**config.mk**
```make
export PLATFORM = sky130hd
export DESIGN_NAME = rsd_combiner
export DESIGN_NICKNAME = d
export VERILOG_FILES = /design/src/rtl/rsd_pkg.sv /design/src/rtl/rsd_cla.sv /design/src/rtl/rsd_lane.sv /design/src/rtl/rsd_combiner.sv
export SDC_FILE = /design/constraint.sdc
export NUM_CORES = 1
export LEC_CHECK = 0
export BUFFER_PORTS_ARGS = -buffer_cell sky130_fd_sc_hd__buf_4
export CAP_MARGIN = 20
export CORE_MARGIN = 10
export CORE_UTILIZATION = 59
export CTS_CLUSTER_SIZE = 10
export DETAILED_ROUTE_END_ITERATION = 10
export PLACE_DENSITY = 0.82
export SYNTH_ARGS = -nofsm -noshare
export SYNTH_HDL_FRONTEND = slang
export SYNTH_SLANG_ARGS = --single-unit
```
**constraint.sdc**
```tcl
create_clock -name clk -period 2.68 [get_ports clk]
set_clock_uncertainty 0.2 [all_clocks]
set_input_delay 0.134 -clock clk [delete_from_list [all_inputs] [get_ports clk]]
set_output_delay 0.134 -clock clk [all_outputs]
set_load 0.02 [all_outputs]
```
**src/rtl/rsd_pkg.sv**
```systemverilog
package rsd_pkg;
    localparam int unsigned COARSE_W_DEF = 4;
    localparam int unsigned FINE_W_DEF   = 3;
    localparam int unsigned OUT_W_DEF    = 6;

    typedef enum logic {
        LANE_EVEN = 1'b0,
        LANE_ODD  = 1'b1
    } lane_sel_t;
endpackage

```
**src/rtl/rsd_cla.sv**
```systemverilog
module rsd_cla #(
    parameter int unsigned W = 7
) (
    input  logic         clk,
    input  logic         rst,
    input  logic [W-1:0] a,
    input  logic [W-1:0] b,
    output logic [W-1:0] s,
    output logic         cout
);
    logic [W-1:0] g;
    logic [W-1:0] p;
    logic [W:0]   c;

    assign g = a & b;
    assign p = a ^ b;

    // each carry is a flat sum of generate terms gated by propagate runs
    always_comb begin
        logic acc;
        logic term;
        c[0] = 1'b0;
        for (int i = 0; i < W; i++) begin
            acc = 1'b0;
            for (int j = 0; j <= i; j++) begin
                term = g[j];
                for (int k = j + 1; k <= i; k++) begin
                    term = term & p[k];
                end
                acc = acc | term;
            end
            c[i+1] = acc;
        end
    end

    assign s    = p ^ c[W-1:0];
    assign cout = c[W];

    AST_CLA_EXACT: assert property (@(posedge clk) disable iff (rst)
        {cout, s} == ({1'b0, a} + {1'b0, b}));
endmodule

```
**src/rtl/rsd_lane.sv**
```systemverilog
module rsd_lane
    import rsd_pkg::*;
#(
    parameter int unsigned COARSE_W = COARSE_W_DEF,
    parameter int unsigned FINE_W   = FINE_W_DEF,
    parameter int unsigned OUT_W    = OUT_W_DEF,
    parameter lane_sel_t   LANE     = LANE_EVEN
) (
    input  logic                clk,
    input  logic                rst,
    input  logic                ch_phase,
    input  logic                in_valid,
    input  logic [COARSE_W-1:0] coarse,
    input  logic [FINE_W-1:0]   fine,
    output logic [OUT_W-1:0]    word,
    output logic                word_valid
);
    localparam int unsigned SHIFT = FINE_W - 1;
    localparam int unsigned SUM_W = COARSE_W + SHIFT + 1;
    localparam logic [SUM_W-1:0] OMAX = SUM_W'((1 << OUT_W) - 1);
    localparam logic [COARSE_W-1:0] CMAX = '1;

    logic                own;
    logic [COARSE_W-1:0] crs_q;
    logic                crs_v;
    logic [COARSE_W-1:0] crs_al;
    logic [FINE_W-1:0]   fin_q;
    logic                pair_v;
    logic [SUM_W-1:0]    op_a;
    logic [SUM_W-1:0]    op_b;
    logic [SUM_W-1:0]    raw_sum;
    logic                raw_co;
    logic [OUT_W-1:0]    clamped;
    logic [OUT_W-1:0]    sum_q;
    logic                sum_v;

    assign own  = (ch_phase == LANE);
    assign op_a = {1'b0, crs_al, {SHIFT{1'b0}}};
    assign op_b = SUM_W'(fin_q);

    rsd_cla #(.W(SUM_W)) u_cla (
        .clk (clk),
        .rst (rst),
        .a   (op_a),
        .b   (op_b),
        .s   (raw_sum),
        .cout(raw_co)
    );

    always_comb begin
        if (raw_co || (raw_sum > OMAX)) begin
            clamped = OMAX[OUT_W-1:0];
        end else begin
            clamped = raw_sum[OUT_W-1:0];
        end
    end

    always_ff @(posedge clk) begin
        if (rst) begin
            crs_q  <= '0;
            crs_v  <= 1'b0;
            crs_al <= '0;
            fin_q  <= '0;
            pair_v <= 1'b0;
            sum_q  <= '0;
            sum_v  <= 1'b0;
        end else begin
            if (own) begin
                crs_q  <= coarse;
                crs_v  <= in_valid;
                crs_al <= crs_q;
                fin_q  <= fine;
                pair_v <= crs_v & in_valid;
            end
            sum_q <= clamped;
            sum_v <= pair_v;
        end
    end

    assign word       = sum_q;
    assign word_valid = sum_v;

    AST_CLAMP_SAT: assert property (@(posedge clk) disable iff (rst)
        (crs_al == CMAX && fin_q[FINE_W-1]) |=> (sum_q == OMAX[OUT_W-1:0]));
    AST_PAIR_NEEDS_COARSE: assert property (@(posedge clk) disable iff (rst)
        $rose(pair_v) |-> $past(crs_v));
endmodule

```
**src/rtl/rsd_combiner.sv**
```systemverilog
module rsd_combiner
    import rsd_pkg::*;
#(
    parameter int unsigned COARSE_W = COARSE_W_DEF,
    parameter int unsigned FINE_W   = FINE_W_DEF,
    parameter int unsigned OUT_W    = OUT_W_DEF
) (
    input  logic                     clk,
    input  logic                     rst,
    input  logic                     ch_phase,
    input  logic                     in_valid,
    input  logic [1:0][COARSE_W-1:0] coarse_in,
    input  logic [1:0][FINE_W-1:0]   fine_in,
    output logic [OUT_W-1:0]         out_word,
    output logic                     out_valid
);
    localparam int unsigned NCH = 2;

    logic [OUT_W-1:0] lane_word [NCH];
    logic             lane_v    [NCH];

    for (genvar k = 0; k < NCH; k++) begin : g_lane
        rsd_lane #(
            .COARSE_W(COARSE_W),
            .FINE_W  (FINE_W),
            .OUT_W   (OUT_W),
            .LANE    (lane_sel_t'(k))
        ) u_lane (
            .clk       (clk),
            .rst       (rst),
            .ch_phase  (ch_phase),
            .in_valid  (in_valid),
            .coarse    (coarse_in[k]),
            .fine      (fine_in[k]),
            .word      (lane_word[k]),
            .word_valid(lane_v[k])
        );
    end

    always_ff @(posedge clk) begin
        if (rst) begin
            out_word  <= '0;
            out_valid <= 1'b0;
        end else begin
            out_word  <= lane_word[ch_phase];
            out_valid <= lane_v[ch_phase];
        end
    end

    AST_RESET_CLEAR: assert property (@(posedge clk) disable iff (rst)
        $fell(rst) |-> (!out_valid && out_word == '0));
    AST_EVEN_FROM_LANE0: assert property (@(posedge clk) disable iff (rst)
        (!$past(rst) && $past(ch_phase) == 1'b0) |-> (out_word == $past(lane_word[0])));
    AST_ODD_FROM_LANE1: assert property (@(posedge clk) disable iff (rst)
        (!$past(rst) && $past(ch_phase) == 1'b1) |-> (out_word == $past(lane_word[1])));
    AST_VALID_NEEDS_BOTH: assert property (@(posedge clk) disable iff (rst)
        out_valid |-> ($past(in_valid, 3) && $past(in_valid, 5)));
endmodule

```
==> report_table.html, run 1 <==
<table>
<tr><th>Metric</th><th>Value</th></tr>
<tr><th colspan="2">Finish</th></tr>
<tr><td>Layout fillers</td><td>between 150 and 200</td></tr>
<tr><td>Area growth from synthesis to layout</td><td>27.96%</td></tr>
<tr><td>Area of the multi-input gates</td><td>about 660 um2</td></tr>
<tr><td>FF/Latch Area</td><td>approximately 940 um2</td></tr>
<tr><td>Most common cell after layout, fill and taps aside</td><td>sky130_fd_sc_hd__nor2_1</td></tr>
<tr><td>Share of cells above drive strength 1</td><td>0.1587</td></tr>
<tr><td>Number of nets at the end of the flow</td><td>233</td></tr>
<tr><td>Antenna diode instance count</td><td>0</td></tr>
<tr><td>Top library cells by usage in the layout, fill and taps aside</td><td>55 x sky130_fd_sc_hd__nor2_1, 47 x sky130_fd_sc_hd__dfxtp_1, 31 x sky130_fd_sc_hd__mux2i_1</td></tr>
<tr><th colspan="2">Power</th></tr>
<tr><td>Power density over cell area</td><td>between 500 and 600 nW/um2</td></tr>
<tr><td>Max IR drop VDD</td><td>~0.00056 V</td></tr>
<tr><td>Power Total</td><td>1.283 mW</td></tr>
<tr><td>Static Leak</td><td>~1.1 nW</td></tr>
<tr><th colspan="2">Logic synthesis</th></tr>
<tr><td>Number of library cell types mapped by synthesis</td><td>14</td></tr>
<tr><td>Syn. warnings</td><td>0</td></tr>
<tr><td>Mux share of post-synthesis cell area</td><td>0.1825</td></tr>
<tr><td>Synthesized-area fraction occupied by adder cells</td><td>0.05887</td></tr>
<tr><td>Cell type with the largest total area after synthesis</td><td>sky130_fd_sc_hd__dfxtp_1</td></tr>
<tr><td>Synthesized area per cell</td><td>10.76 um2</td></tr>
<tr><td>Xor and xnor fraction of the mapped netlist area</td><td>0</td></tr>
<tr><td>Proportion of synthesized chip area in sequential cells</td><td>0.5533</td></tr>
<tr><td>Leading post-synthesis cells by cell area</td><td>sky130_fd_sc_hd__dfxtp_1 55%, sky130_fd_sc_hd__mux2i_1 18%, sky130_fd_sc_hd__nor2_1 12%, sky130_fd_sc_hd__ha_1 5.9%, sky130_fd_sc_hd__buf_12 3.5%</td></tr>
<tr><td>Number of standard cells after synthesis</td><td>between 150 and 200</td></tr>
<tr><td>Fraction of post-synthesis cell area in the top cell type by area</td><td>0.5533</td></tr>
<tr><td>Cell area after synthesis</td><td>~1700 um2</td></tr>
<tr><td>Net count after synthesis</td><td>around 180</td></tr>
<tr><td>Simple-Gate Fraction of Synth Area</td><td>0.1435</td></tr>
<tr><td>Combinational family with the most area after synthesis</td><td>multiplexers</td></tr>
<tr><td>Share of the synthesized area in compound gates (AO/OA/AOI/OAI)</td><td>0.005887</td></tr>
<tr><td>Number of synthesized register bits</td><td>47</td></tr>
<tr><th colspan="2">STA</th></tr>
<tr><td>Fin. Hold Viols</td><td>0</td></tr>
<tr><td>Worst-case headroom to the max-slew limit</td><td>0.6398</td></tr>
<tr><td>Fin. max-slew vios</td><td>0</td></tr>
<tr><td>Unrepaired setup endpoints after global routing</td><td>no</td></tr>
<tr><td>Total negative setup slack</td><td>0 ns</td></tr>
<tr><td>Worst hold margin</td><td>between 0.07 and 0.08 ns</td></tr>
<tr><td>Slew at the pin closest to its max-slew limit</td><td>0.5403 ns</td></tr>
<tr><td>Setup Viol. Count Final</td><td>0</td></tr>
<tr><td>Period minus WS final</td><td>roughly 1.7 ns</td></tr>
<tr><td>Period Utilization, post-route</td><td>0.6420</td></tr>
<tr><td>Highest attainable clock frequency</td><td>about 580 MHz</td></tr>
<tr><td>Worst-case setup margin in the final layout</td><td>about 0.96 ns</td></tr>
<tr><th colspan="2">Place</th></tr>
<tr><td>Count of port buffers added during placement</td><td>24</td></tr>
<tr><td>Final GP Congestion</td><td>between 0.7 and 0.8</td></tr>
<tr><td>DP Wirelength</td><td>1983 um</td></tr>
<tr><td>Minimum setup slack after placement</td><td>a little under 1 ns</td></tr>
<tr><th colspan="2">Floorplanning</th></tr>
<tr><td>Count of boundary I/O pins</td><td>25</td></tr>
<tr><td>Site Rows</td><td>19</td></tr>
<tr><td>Core region area</td><td>around 2800 um2</td></tr>
<tr><td>Die Area</td><td>between 5000 and 6000 um2</td></tr>
<tr><td>Die Y</td><td>73.69 um</td></tr>
<tr><td>Starting Density</td><td>0.6166</td></tr>
<tr><td>Chip width</td><td>between 70 and 80 um</td></tr>
<tr><th colspan="2">Global route</th></tr>
<tr><td>Combined global-route utilization of all metal layers</td><td>0.1276</td></tr>
<tr><td>Maximum number of pins on one net before global-route repair</td><td>48</td></tr>
<tr><td>GRT Residual Overflow</td><td>0</td></tr>
<tr><td>First-pass GRT wire length</td><td>5402 um</td></tr>
<tr><td>Initial antenna violation count</td><td>0</td></tr>
<tr><td>Vias in the first global route</td><td>~1200</td></tr>
<tr><th colspan="2">Drt</th></tr>
<tr><td>Number of DRC markers in iteration 0</td><td>66</td></tr>
<tr><td>Drt total wl</td><td>3155 um</td></tr>
<tr><td>Residual DRC</td><td>0</td></tr>
<tr><td>Routed Antenna Nets</td><td>0</td></tr>
<tr><td>Detailed-router iteration count before antenna repair</td><td>5</td></tr>
<tr><td>Average wire per cell in the routed design</td><td>roughly 13 um</td></tr>
<tr><td>Number of vias per cell</td><td>roughly 5</td></tr>
<tr><td>Via count</td><td>around 1200</td></tr>
<tr><th colspan="2">Clock network</th></tr>
<tr><td>Number of resized instances in the post-cts repair step</td><td>0</td></tr>
<tr><td>Clock tree from TritonCTS</td><td>built</td></tr>
<tr><td>Clock Latency Late Sink</td><td>around 0.36 ns</td></tr>
<tr><td>Buffer cell driving the clock tree root</td><td>sky130_fd_sc_hd__clkbuf_4</td></tr>
<tr><td>Maximum number of buffers from clock root to sink</td><td>2</td></tr>
<tr><td>Post-CTS setup buffers</td><td>0</td></tr>
<tr><td>Hold-fix buffers at CTS</td><td>27</td></tr>
<tr><td>Clock transition time at the flip-flop clock pins of the worst setup and hold paths</td><td>between 0.1 and 0.15 ns</td></tr>
<tr><td>CTS buffer count</td><td>5</td></tr>
<tr><td>Count of H-tree levels built during CTS</td><td>2</td></tr>
<tr><td>CTS Sinks</td><td>47</td></tr>
<tr><th colspan="2">Worst setup path</th></tr>
<tr><td>Data arrival, critical path</td><td>1.77 ns</td></tr>
<tr><td>Most common cell on crit path</td><td>sky130_fd_sc_hd__ha_1</td></tr>
<tr><td>Critical path fanouts, max</td><td>6</td></tr>
<tr><td>Ordered list of cells on the worst path</td><td>ha_1, ha_1, ha_1, ha_1, nor2_1, nor2_1</td></tr>
<tr><td>Path type of the worst setup path</td><td>reg -&gt; reg</td></tr>
<tr><td>Slowest cell on the critical path</td><td>sky130_fd_sc_hd__dfxtp_1</td></tr>
<tr><td>Sort of element at the end of the critical path</td><td>register</td></tr>
<tr><td>Register-to-Register Path Depth</td><td>6</td></tr>
<tr><td>Startpoint type of the worst setup path</td><td>register</td></tr>
<tr><td>Delay of the slowest cell on the worst path</td><td>between 0.3 and 0.4 ns</td></tr>
<tr><td>Required time at the endpoint of the critical path</td><td>between 2 and 3 ns</td></tr>
<tr><th colspan="2">Min path</th></tr>
<tr><td>Hold path depth</td><td>3</td></tr>
<tr><td>Path class of the lowest-slack min-delay path</td><td>in -&gt; reg</td></tr>
<tr><th colspan="2">Outcome</th></tr>
<tr><td>Result of the run</td><td>complete, no violations</td></tr>
<tr><th colspan="2">Flow run</th></tr>
<tr><td>Max capacitance violation total</td><td>0</td></tr>
</table>
cell usage after synthesis:
cell                        n
sky130_fd_sc_hd__mux2i_1   31
sky130_fd_sc_hd__nand2_1    1
sky130_fd_sc_hd__nand2b_2   1
sky130_fd_sc_hd__ha_1       8
sky130_fd_sc_hd__nor2_1    55
sky130_fd_sc_hd__nand3_1    1
sky130_fd_sc_hd__nand3b_1   1
sky130_fd_sc_hd__a21oi_1    2
sky130_fd_sc_hd__buf_12     3
sky130_fd_sc_hd__nor2b_1    2
sky130_fd_sc_hd__buf_2      4
sky130_fd_sc_hd__dfxtp_1   47
sky130_fd_sc_hd__buf_6      1
sky130_fd_sc_hd__clkbuf_1   1
layer usage:
metal  track usage  vias up  share of wire  wire length [um]
met1        0.1410      547           0.42              1332
met2        0.2121       26           0.51              1622
met4       0.04969        0         0.0092                29
met3       0.05249        3          0.054               171
li1              -      613              -                 -
met5             0        -              0                 0
area by class of cell:
| type | count | area share |
|---|---|---|
| flip-flops and latches | 47 | 0.4324 |
| multi-input cells | 102 | 0.3053 |
| repair buffers | 51 | 0.2070 |
| clock inverters | 3 | 0.02013 |
| well taps | 31 | 0.01783 |
| clock buffers | 5 | 0.01725 |
power by group:
part	switching (mW)	leakage, nW	internal (mW)
Combinational	0.0539	0.624	0.0742
Clock	0.220	0.0452	0.196
Sequential	0.0128	0.384	0.726
worst max-delay path, delay by kind of cell, from the launching register on:
family | cells | cell delay (ns)
simple gates | 2 | 0.22
flops | 1 | 0.33
fa+ha+maj | 4 | 0.86
cell families (layout without fill, tap and decap cells):
group                    Yosys count  count (layout)
buffers and inverters              9              59
flip-flops                        47              47
adder cells (fa/ha/maj)            8               8
AO/OA/AOI/OAI                      2               2
multiplexers                      31              31
AND/OR/NAND/NOR                   61              61
final timing paths:
check                            start                        to  slack (ns)
max          g_lane[0].u_lane.fin_q[2]  g_lane[0].u_lane.word[2]        0.96
min                           ch_phase   g_lane[0].u_lane.pair_v        0.07
max reg2reg  g_lane[0].u_lane.fin_q[2]  g_lane[0].u_lane.word[2]        0.96
min reg2reg   g_lane[0].u_lane.word[1]               out_word[1]        0.28
registers in the layout, summed over array words and instances, names as in the netlist:
name                      flops
out_word                      6
g_lane.u_lane.crs_al          8
g_lane.u_lane.crs_q           8
g_lane.u_lane.word_valid      2
g_lane.u_lane.word           12
g_lane.u_lane.pair_v          2
out_valid                     1
g_lane.u_lane.crs_v           2
g_lane.u_lane.fin_q           6
stage by stage:
step | util | cell area (um2) | instances
floorplan | - | 1700 | 158
global placement | 0.6615 | 1824 | 204
detailed placement | 0.6615 | 1824 | 204
CTS | 0.7890 | 2176 | 239
global route | 0.7890 | 2176 | 239
finish | 0.7890 | 2176 | 239
Note: power is estimated with default switching activity, not from simulation.
==> run 2, diff against run 1 <==
--- a/config.mk
+++ b/config.mk
@@ -8,10 +8,10 @@
 export BUFFER_PORTS_ARGS = -buffer_cell sky130_fd_sc_hd__buf_4
 export CAP_MARGIN = 20
 export CORE_MARGIN = 10
-export CORE_UTILIZATION = 59
+export CORE_UTILIZATION = 49
 export CTS_CLUSTER_SIZE = 10
 export DETAILED_ROUTE_END_ITERATION = 10
-export PLACE_DENSITY = 0.82
+export PLACE_DENSITY = 0.73
 export SYNTH_ARGS = -nofsm -noshare
 export SYNTH_HDL_FRONTEND = slang
 export SYNTH_SLANG_ARGS = --single-unit
==> constraint.sdc (replaced) <==
create_clock -name clk -period 1.5 [get_ports clk]
set_clock_uncertainty 0.2 [all_clocks]
set_input_delay 0.075 -clock clk [delete_from_list [all_inputs] [get_ports clk]]
set_output_delay 0.075 -clock clk [all_outputs]
set_load 0.02 [all_outputs]
==> run 2 against run 1 <==
  * Largest cell class unchanged
  * Utilization is 0.69 points lower
  * Die area is 15% higher
  * Largest power group unchanged
  * Critical path type unchanged
  * Sequential cell count unchanged
  * First-iteration DRC count grew 39%
  * Register-to-register slack got worse by 0.98 ns
  * Sequential share of layout area decreased by 7.0 points
  * Global-route usage grew 0.38 points
  * Critical path depth unchanged
  * The flow now finishes with violations (negative setup slack)
  * Highest routed layer unchanged
  * Via count grew 12%
  * Fmax grew 13%
  * Non-clock buffer count is 24 higher
==> report_table.html, run 2 (synthesis results as in run 1) <==
<table>
<tr><th>Metric</th><th>Value</th></tr>
<tr><th colspan="2">Drt</th></tr>
<tr><td>Drt total wl</td><td>4270 um (+35%)</td></tr>
<tr><td>Via count</td><td>1337 (+12%)</td></tr>
<tr><td>Number of DRC markers in iteration 0</td><td>92 (+39%)</td></tr>
<tr><td>Average wire per cell in the routed design</td><td>15.36 um (+16%)</td></tr>
<tr><td>Routed Antenna Nets</td><td>0 (unchanged)</td></tr>
<tr><td>Residual DRC</td><td>0 (unchanged)</td></tr>
<tr><td>Detailed-router iteration count before antenna repair</td><td>4 (-1)</td></tr>
<tr><td>Number of vias per cell</td><td>4.809 (-3.3%)</td></tr>
<tr><th colspan="2">Global route</th></tr>
<tr><td>First-pass GRT wire length</td><td>6520 um (+21%)</td></tr>
<tr><td>Maximum number of pins on one net before global-route repair</td><td>36 (-25%)</td></tr>
<tr><td>GR met2 Demand/Resource</td><td>0.2196 (+0.007451)</td></tr>
<tr><td>Initial antenna violation count</td><td>0 (unchanged)</td></tr>
<tr><td>Met3 track utilization from global routing</td><td>0.04955 (-0.002940)</td></tr>
<tr><td>Vias in the first global route</td><td>1429 (+20%)</td></tr>
<tr><td>GR met1 Demand/Resource</td><td>0.1471 (+0.006091)</td></tr>
<tr><td>GRT Residual Overflow</td><td>0 (unchanged)</td></tr>
<tr><td>Highest-utilization routing layer at the global route stage</td><td>met2</td></tr>
<tr><td>Combined global-route utilization of all metal layers</td><td>0.1314 (+0.003777)</td></tr>
<tr><th colspan="2">Floorplanning</th></tr>
<tr><td>Count of boundary I/O pins</td><td>25 (unchanged)</td></tr>
<tr><td>Starting Density</td><td>0.5096 (-0.1070)</td></tr>
<tr><td>Site Rows</td><td>21 (+2)</td></tr>
<tr><td>Die Area</td><td>6227 um2 (+15%)</td></tr>
<tr><td>Core region area</td><td>3337 um2 (+21%)</td></tr>
<tr><td>Chip width</td><td>78.91 um (+7.1%)</td></tr>
<tr><td>Die Y</td><td>78.91 um (+7.1%)</td></tr>
<tr><th colspan="2">Worst setup path</th></tr>
<tr><td>Data arrival, critical path</td><td>1.59 ns (-0.18 ns)</td></tr>
<tr><td>Sort of element at the end of the critical path</td><td>register</td></tr>
<tr><td>Path type of the worst setup path</td><td>reg -&gt; reg</td></tr>
<tr><td>Required time at the endpoint of the critical path</td><td>1.57 ns (-1.16 ns)</td></tr>
<tr><td>Startpoint type of the worst setup path</td><td>register</td></tr>
<tr><td>Critical path fanouts, max</td><td>2 (-4)</td></tr>
<tr><th colspan="2">STA</th></tr>
<tr><td>Fin. max-slew vios</td><td>0 (unchanged)</td></tr>
<tr><td>Period Utilization, post-route</td><td>1.016 (+0.3735)</td></tr>
<tr><td>Worst-case setup margin in the final layout</td><td>-0.02330 ns (-0.9827 ns)</td></tr>
<tr><td>Fin. Hold Viols</td><td>0 (unchanged)</td></tr>
<tr><td>Highest attainable clock frequency</td><td>656.5 MHz (+13%)</td></tr>
<tr><td>Total negative setup slack</td><td>-0.05274 ns (-0.05274 ns)</td></tr>
<tr><td>Slew at the pin closest to its max-slew limit</td><td>0.6178 ns (+0.07748 ns)</td></tr>
<tr><td>Setup Viol. Count Final</td><td>5 (+5)</td></tr>
<tr><td>Unrepaired setup endpoints after global routing</td><td>yes</td></tr>
<tr><td>Worst-case headroom to the max-slew limit</td><td>0.5882 (-0.05165)</td></tr>
<tr><td>Period minus WS final</td><td>1.523 ns (-0.1973 ns)</td></tr>
<tr><th colspan="2">Finish</th></tr>
<tr><td>Number of nets at the end of the flow</td><td>257 (+10%)</td></tr>
<tr><td>Count of non-filler cells in the finished layout</td><td>278 (+16%)</td></tr>
<tr><td>Antenna diode instance count</td><td>0 (unchanged)</td></tr>
<tr><td>Area growth from synthesis to layout</td><td>53.50%</td></tr>
<tr><td>Top library cells by usage in the layout, fill and taps aside</td><td>45 x sky130_fd_sc_hd__dlygate4sd3_1, 44 x sky130_fd_sc_hd__nor2_1, 42 x sky130_fd_sc_hd__dfxtp_1</td></tr>
<tr><td>Number of flip-flops under the largest register name</td><td>12 (unchanged)</td></tr>
<tr><td>Final standard cell utilization of the core</td><td>0.7822 (-0.006868)</td></tr>
<tr><td>Most common cell after layout, fill and taps aside</td><td>sky130_fd_sc_hd__dlygate4sd3_1</td></tr>
<tr><td>Post-route cell area</td><td>2610 um2 (+20%)</td></tr>
<tr><td>Share of cells above drive strength 1</td><td>0.2629 (+0.1043)</td></tr>
<tr><th colspan="2">Clock network</th></tr>
<tr><td>Clock transition time at the flip-flop clock pins of the worst setup and hold paths</td><td>0.16 ns (+0.03 ns)</td></tr>
<tr><td>Count of H-tree levels built during CTS</td><td>2 (unchanged)</td></tr>
<tr><td>CTS Sinks</td><td>47 (unchanged)</td></tr>
<tr><td>Clock Latency Late Sink</td><td>0.38 ns (+0.02 ns)</td></tr>
<tr><td>CTS buffer count</td><td>5 (unchanged)</td></tr>
<tr><td>Maximum number of buffers from clock root to sink</td><td>2 (unchanged)</td></tr>
<tr><td>Buffer cell driving the clock tree root</td><td>sky130_fd_sc_hd__clkbuf_4</td></tr>
<tr><td>Clock tree from TritonCTS</td><td>built</td></tr>
<tr><th colspan="2">Outcome</th></tr>
<tr><td>Failing checks</td><td>negative setup slack</td></tr>
<tr><td>Result of the run</td><td>finished with violations</td></tr>
<tr><th colspan="2">Place</th></tr>
<tr><td>Final GP Congestion</td><td>0.6984 (-7.8%)</td></tr>
<tr><td>Count of port buffers added during placement</td><td>24 (unchanged)</td></tr>
<tr><td>Cell area after placement</td><td>1876 um2 (+2.8%)</td></tr>
<tr><td>Instance count after placement with tap cells included</td><td>220 (+7.8%)</td></tr>
<tr><td>DP Wirelength</td><td>1950 um (-1.7%)</td></tr>
<tr><th colspan="2">Flow run</th></tr>
<tr><td>Max capacitance violation total</td><td>0 (unchanged)</td></tr>
<tr><th colspan="2">Min path</th></tr>
<tr><td>Path class of the lowest-slack min-delay path</td><td>in -&gt; reg</td></tr>
<tr><th colspan="2">Power</th></tr>
<tr><td>Static Leak</td><td>1.236 nW (+17%)</td></tr>
<tr><td>Max IR drop VDD</td><td>0.0006421 V (+15%)</td></tr>
<tr><td>Power density over cell area</td><td>941.8 nW/um2 (+60%)</td></tr>
<tr><td>Power Total</td><td>2.458 mW (+92%)</td></tr>
</table>
run 2: cell count changes in the layout (fill, tap and decap cells not counted), sizes merged:
cell / change
buf: +4
clkinv: -2
clkbuf: +1
inv: +1
dlygate4sd3: +18
dlymetal6s4s: +2
run 2: routing by layer:
layer / share of wire / up-vias / wire, um
li1: - / 657 / -
met1: 0.41 / 647 / 1771
met2: 0.52 / 25 / 2229
met3: 0.044 / 8 / 186
met4: 0.019 / 0 / 83
met5: 0 / - / 0
run 2: worst paths after layout:
path / from / endpoint / slack [ns] / cells past startpoint
max: g_lane[1].u_lane.crs_al[0] / g_lane[1].u_lane.word[5] / -0.02 / 6
min: ch_phase / g_lane[1].u_lane.fin_q[2] / 0.05 / 4
max reg2reg: g_lane[1].u_lane.crs_al[0] / g_lane[1].u_lane.word[5] / -0.02 / 6
min reg2reg: g_lane[0].u_lane.fin_q[0] / g_lane[0].u_lane.word[0] / 0.30 / 2
run 2: worst max-delay path, cell delays in order, from the launching register on:
cell                      delay (ns)
sky130_fd_sc_hd__dfxtp_2        0.37
sky130_fd_sc_hd__ha_4           0.17
sky130_fd_sc_hd__ha_4           0.15
sky130_fd_sc_hd__ha_4           0.15
sky130_fd_sc_hd__ha_4           0.20
sky130_fd_sc_hd__nor2_2         0.12
sky130_fd_sc_hd__nor2_1         0.05
run 2: through the flow:
| step | setup WS [ns] | hold WS (ns) |
|---|---|---|
| after floorplan | -0.003244 | 0.01894 |
| after global placement | -0.06022 | 0.1071 |
| after detailed placement | -0.08529 | 0.1172 |
| after CTS | 0.0006088 | 0.05066 |
| after global routing | -0.07359 | 0.04324 |
| final | -0.02330 | 0.04924 |
run 2: layout make-up:
type                       instances  area [um2]
tap                               46       57.56
clock buffer                       6       51.30
multi-input combinational        102       817.0
sequential                        47       947.2
timing repair buffer              75       698.2
clock inverter                     2       38.79
fill                             216       726.9
run 2: power breakdown:
part           leakage (nW)  internal (mW)  total (mW)  switching [mW]
logic                 0.801          0.178       0.294           0.116
clock network        0.0489          0.403       0.833           0.430
registers             0.386           1.30        1.33          0.0322
total                  1.24           1.88        2.46           0.578
run 2: repair_timing:
action | CTS | global route
endpoints found under the setup margin | 12 | 17
buffers inserted | 2 | 1
resized for setup | 13 | 21
hold endpoints to repair | 47 | 1
hold buffers | 47 | 1
pin swaps | 6 | 3
==> run 3, diff against run 2 <==
==> constraint.sdc (replaced) <==
create_clock -name clk -period 1.5 [get_ports clk]
set_clock_uncertainty 0.2 [all_clocks]
set_input_delay 0.3 -clock clk [delete_from_list [all_inputs] [get_ports clk]]
set_output_delay 0.3 -clock clk [all_outputs]
set_load 0.02 [all_outputs]
==> run 3 against run 2 <==
  * The flow still finishes with violations (negative setup slack)
  * Global-route usage decreased by 2.5 points
  * Sequential share of layout area up 6.9 points
  * Via count decreased by 15%
  * Non-clock buffer count fell by 35
  * Hold slack worse by 0.033 ns
  * Fmax increased by 0.74%
  * Total power shrank 15%
  * Sequential cell count unchanged
  * Largest power group unchanged
==> report_table.html, run 3 (synthesis results as in run 1) <==
<table>
<tr><th>Metric</th><th>Value</th></tr>
<tr><th colspan="2">Outcome</th></tr>
<tr><td>Result of the run</td><td>finished with violations</td></tr>
<tr><td>Failing checks</td><td>negative setup slack</td></tr>
<tr><th colspan="2">Power</th></tr>
<tr><td>Static Leak</td><td>0.9677 nW (-22%)</td></tr>
<tr><td>Fraction of power spent switching nets</td><td>0.2303 (-0.004918)</td></tr>
<tr><td>Power density over cell area</td><td>949.5 nW/um2 (+0.82%)</td></tr>
<tr><td>Max IR drop VDD</td><td>0.0006484 V (+0.98%)</td></tr>
<tr><td>Sequential cell fraction of total power</td><td>0.635 (+0.093)</td></tr>
<tr><td>Part of the total power dissipated in combinational logic</td><td>0.107 (-0.013)</td></tr>
<tr><td>Clk network pwr share</td><td>0.258 (-0.081)</td></tr>
<tr><td>Switching power</td><td>480.7 uW (-17%)</td></tr>
<tr><td>Int Power</td><td>1.607 mW (-15%)</td></tr>
<tr><th colspan="2">STA</th></tr>
<tr><td>Fin. max-slew vios</td><td>0 (unchanged)</td></tr>
<tr><td>Slew at the pin closest to its max-slew limit</td><td>0.4650 ns (-0.1528 ns)</td></tr>
<tr><td>Setup Viol. Count Final</td><td>1 (-4)</td></tr>
<tr><td>Period minus WS final</td><td>1.512 ns (-0.01121 ns)</td></tr>
<tr><td>Unrepaired setup endpoints after global routing</td><td>yes</td></tr>
<tr><td>Highest attainable clock frequency</td><td>661.3 MHz (+0.74%)</td></tr>
<tr><td>Period Utilization, post-route</td><td>1.008 (-0.007471)</td></tr>
<tr><td>Worst-case headroom to the max-slew limit</td><td>0.6900 (+0.1018)</td></tr>
<tr><td>Fin. Hold Viols</td><td>0 (unchanged)</td></tr>
<tr><td>Worst-case setup margin in the final layout</td><td>-0.01209 ns (+0.01121 ns)</td></tr>
<tr><th colspan="2">Floorplanning</th></tr>
<tr><td>Die Area</td><td>6227 um2 (unchanged)</td></tr>
<tr><td>Site Rows</td><td>21 (unchanged)</td></tr>
<tr><td>Count of boundary I/O pins</td><td>25 (unchanged)</td></tr>
<tr><td>Chip width</td><td>78.91 um (unchanged)</td></tr>
<tr><td>Starting Density</td><td>0.5096 (unchanged)</td></tr>
<tr><td>Die Y</td><td>78.91 um (unchanged)</td></tr>
<tr><td>Core region area</td><td>3337 um2 (unchanged)</td></tr>
<tr><th colspan="2">Clock network</th></tr>
<tr><td>Clock tree from TritonCTS</td><td>built</td></tr>
<tr><td>Clock Latency Late Sink</td><td>0.35 ns (-0.03 ns)</td></tr>
<tr><td>CTS buffer count</td><td>5 (unchanged)</td></tr>
<tr><td>Buffer cell driving the clock tree root</td><td>sky130_fd_sc_hd__clkbuf_4</td></tr>
<tr><td>Clock transition time at the flip-flop clock pins of the worst setup and hold paths</td><td>0.12 ns (-0.04 ns)</td></tr>
<tr><td>CTS Sinks</td><td>47 (unchanged)</td></tr>
<tr><td>Maximum number of buffers from clock root to sink</td><td>2 (unchanged)</td></tr>
<tr><td>Count of H-tree levels built during CTS</td><td>2 (unchanged)</td></tr>
<tr><th colspan="2">Worst setup path</th></tr>
<tr><td>Data arrival, critical path</td><td>1.54 ns (-0.05 ns)</td></tr>
<tr><td>Launch point of the worst reg-to-reg path</td><td>g_lane[1].u_lane.crs_al[0]</td></tr>
<tr><td>Most common cell on crit path</td><td>sky130_fd_sc_hd__ha_4</td></tr>
<tr><td>Register-to-Register Path Depth</td><td>6 (unchanged)</td></tr>
<tr><td>Critical path fanouts, max</td><td>2 (unchanged)</td></tr>
<tr><td>Delay of the slowest cell on the worst path</td><td>0.38 ns (about the same)</td></tr>
<tr><td>Ordered list of cells on the worst path</td><td>ha_4, ha_4, ha_4, ha_4, nor2_4, nor2_2</td></tr>
<tr><td>Startpoint type of the worst setup path</td><td>register</td></tr>
<tr><td>Sort of element at the end of the critical path</td><td>register</td></tr>
<tr><td>Reg-to-Reg End</td><td>g_lane[1].u_lane.word[5]</td></tr>
<tr><td>Top Family by Delay on Critical Path</td><td>adder cells</td></tr>
<tr><td>Slowest cell on the critical path</td><td>sky130_fd_sc_hd__dfxtp_4</td></tr>
<tr><td>Required time at the endpoint of the critical path</td><td>1.53 ns (-0.04 ns)</td></tr>
<tr><td>Worst-case register-to-register setup slack</td><td>-0.01 ns (about the same)</td></tr>
<tr><td>Path type of the worst setup path</td><td>reg -&gt; reg</td></tr>
<tr><td>Number of buffers and inverters on the critical path</td><td>0 (unchanged)</td></tr>
<tr><th colspan="2">Drt</th></tr>
<tr><td>Routed Antenna Nets</td><td>0 (unchanged)</td></tr>
<tr><td>Drt total wl</td><td>3154 um (-26%)</td></tr>
<tr><td>Detailed-router iteration count before antenna repair</td><td>4 (unchanged)</td></tr>
<tr><td>Via count</td><td>1141 (-15%)</td></tr>
<tr><td>Average wire per cell in the routed design</td><td>12.98 um (-15%)</td></tr>
<tr><td>Residual DRC</td><td>0 (unchanged)</td></tr>
<tr><td>Number of DRC markers in iteration 0</td><td>49 (-47%)</td></tr>
<tr><td>Number of vias per cell</td><td>4.695 (-2.4%)</td></tr>
<tr><th colspan="2">Flow run</th></tr>
<tr><td>Max capacitance violation total</td><td>0 (unchanged)</td></tr>
<tr><th colspan="2">Finish</th></tr>
<tr><td>Most common cell after layout, fill and taps aside</td><td>sky130_fd_sc_hd__nor2_1</td></tr>
<tr><td>Antenna diode instance count</td><td>0 (unchanged)</td></tr>
<tr><td>Number of nets at the end of the flow</td><td>222 (-14%)</td></tr>
<tr><td>Post-route cell area</td><td>2198 um2 (-16%)</td></tr>
<tr><td>Top library cells by usage in the layout, fill and taps aside</td><td>45 x sky130_fd_sc_hd__nor2_1, 43 x sky130_fd_sc_hd__dfxtp_1, 31 x sky130_fd_sc_hd__mux2i_1</td></tr>
<tr><td>Number of flip-flops under the largest register name</td><td>12 (unchanged)</td></tr>
<tr><td>Share of cells above drive strength 1</td><td>0.2893 (+0.02641)</td></tr>
<tr><td>Area growth from synthesis to layout</td><td>29.29%</td></tr>
<tr><th colspan="2">Global route</th></tr>
<tr><td>Vias in the first global route</td><td>1163 (-19%)</td></tr>
<tr><td>First-pass GRT wire length</td><td>5361 um (-18%)</td></tr>
<tr><td>GRT Residual Overflow</td><td>0 (unchanged)</td></tr>
<tr><td>Initial antenna violation count</td><td>0 (unchanged)</td></tr>
<tr><td>Combined global-route utilization of all metal layers</td><td>0.1066 (-0.02481)</td></tr>
<tr><td>Maximum number of pins on one net before global-route repair</td><td>48 (+33%)</td></tr>
<tr><th colspan="2">Min path</th></tr>
<tr><td>Worst Hold Launch</td><td>coarse_in[5]</td></tr>
<tr><td>Terminating pin of the worst hold path</td><td>g_lane[1].u_lane.crs_q[1]</td></tr>
<tr><td>Path class of the lowest-slack min-delay path</td><td>in -&gt; reg</td></tr>
<tr><td>Hold path depth</td><td>3 (-1)</td></tr>
<tr><th colspan="2">Place</th></tr>
<tr><td>DP Wirelength</td><td>2007 um (+2.9%)</td></tr>
<tr><td>Count of port buffers added during placement</td><td>24 (unchanged)</td></tr>
<tr><td>Final GP Congestion</td><td>0.7116 (+1.9%)</td></tr>
<tr><td>Cell area after placement</td><td>1898 um2 (+1.2%)</td></tr>
<tr><td>Minimum setup slack after placement</td><td>-0.1074 ns (-0.02207 ns)</td></tr>
</table>
==> run 3: changes by cell type in the layout (fill, tap and decap cells not counted), sizes merged <==
cell,previous run,this run
dlygate4sd3,45,12
clkinv,0,1
dlymetal6s4s,2,0
clkbuf,6,7
inv,1,0
bufinv,1,0
==> run 3: worst register-to-register path, delay by kind of cell, from the launching register on <==
family                     cells  cell delay [ns]
and+or+nand+nor                2             0.14
adders and majority gates      4             0.67
DFF                            1             0.38
==> run 3: worst max-delay path by stage <==
stage                                    start                  endpoint  cells after the start  slack (ns)
floorplan            g_lane[0].u_lane.fin_q[2]  g_lane[0].u_lane.word[5]                      6      -0.003
global placement    g_lane[1].u_lane.crs_al[0]  g_lane[1].u_lane.word[3]                      6       -0.05
detailed placement  g_lane[1].u_lane.crs_al[0]  g_lane[1].u_lane.word[5]                      6       -0.11
CTS                 g_lane[0].u_lane.crs_al[0]  g_lane[0].u_lane.word[5]                      6       0.001
global route        g_lane[1].u_lane.crs_al[0]  g_lane[1].u_lane.word[5]                      6       -0.05
finish              g_lane[1].u_lane.crs_al[0]  g_lane[1].u_lane.word[5]                      6       -0.01
==> run 3: area by class of cell <==
cell class              instances  area (um2)
clock inverters                 1       5.005
well taps                      46       57.56
clock buffers                   7       45.04
fillers                       285        1139
repair buffers                 40       342.8
flip-flops and latches         47       948.4
multi-input cells             102       799.5
==> run 3: stage by stage <==
step,setup TNS (ns),util,hold slack [ns],instances,power (mW)
finish,-0.01209,0.6588,0.01601,243,2.087
global route,-0.2160,0.6588,0.003649,243,2.199
CTS,0,0.6453,0.001989,243,2.103
detailed placement,-0.7906,0.5688,0.2528,223,1.530
global placement,-0.3852,0.5688,0.2428,223,1.522
floorplan,-0.003244,-,0.2345,158,1.476
==> run 3: power groups by stage <==
stage	sequential, mW	combinational, mW	clock [mW]
4_1_cts	1.33	0.210	0.567
2_1_floorplan	1.35	0.130	0
3_5_place_dp	1.35	0.181	0
5_1_grt	1.33	0.246	0.620
3_3_place_gp	1.35	0.176	0
6_report	1.33	0.223	0.539
==> run 3: per-layer routing <==
layer / vias to the layer above / wire length [um] / global-route usage
met2: 16 / 1660 / 0.1867
li1: 586 / - / -
met4: 0 / 38 / 0.04301
met1: 532 / 1277 / 0.1123
met3: 7 / 177 / 0.04167
met5: - / 0 / 0
==> run 3: timing repair <==
item | in CTS | in global routing
buffers inserted | 0 | 0
hold buffers | 12 | 0
resized for setup | 15 | 13
hold endpoints to repair | 12 | 0
endpoints found under the setup margin | 12 | 9
pin swaps | 5 | 8
gates cloned | 0 | 0
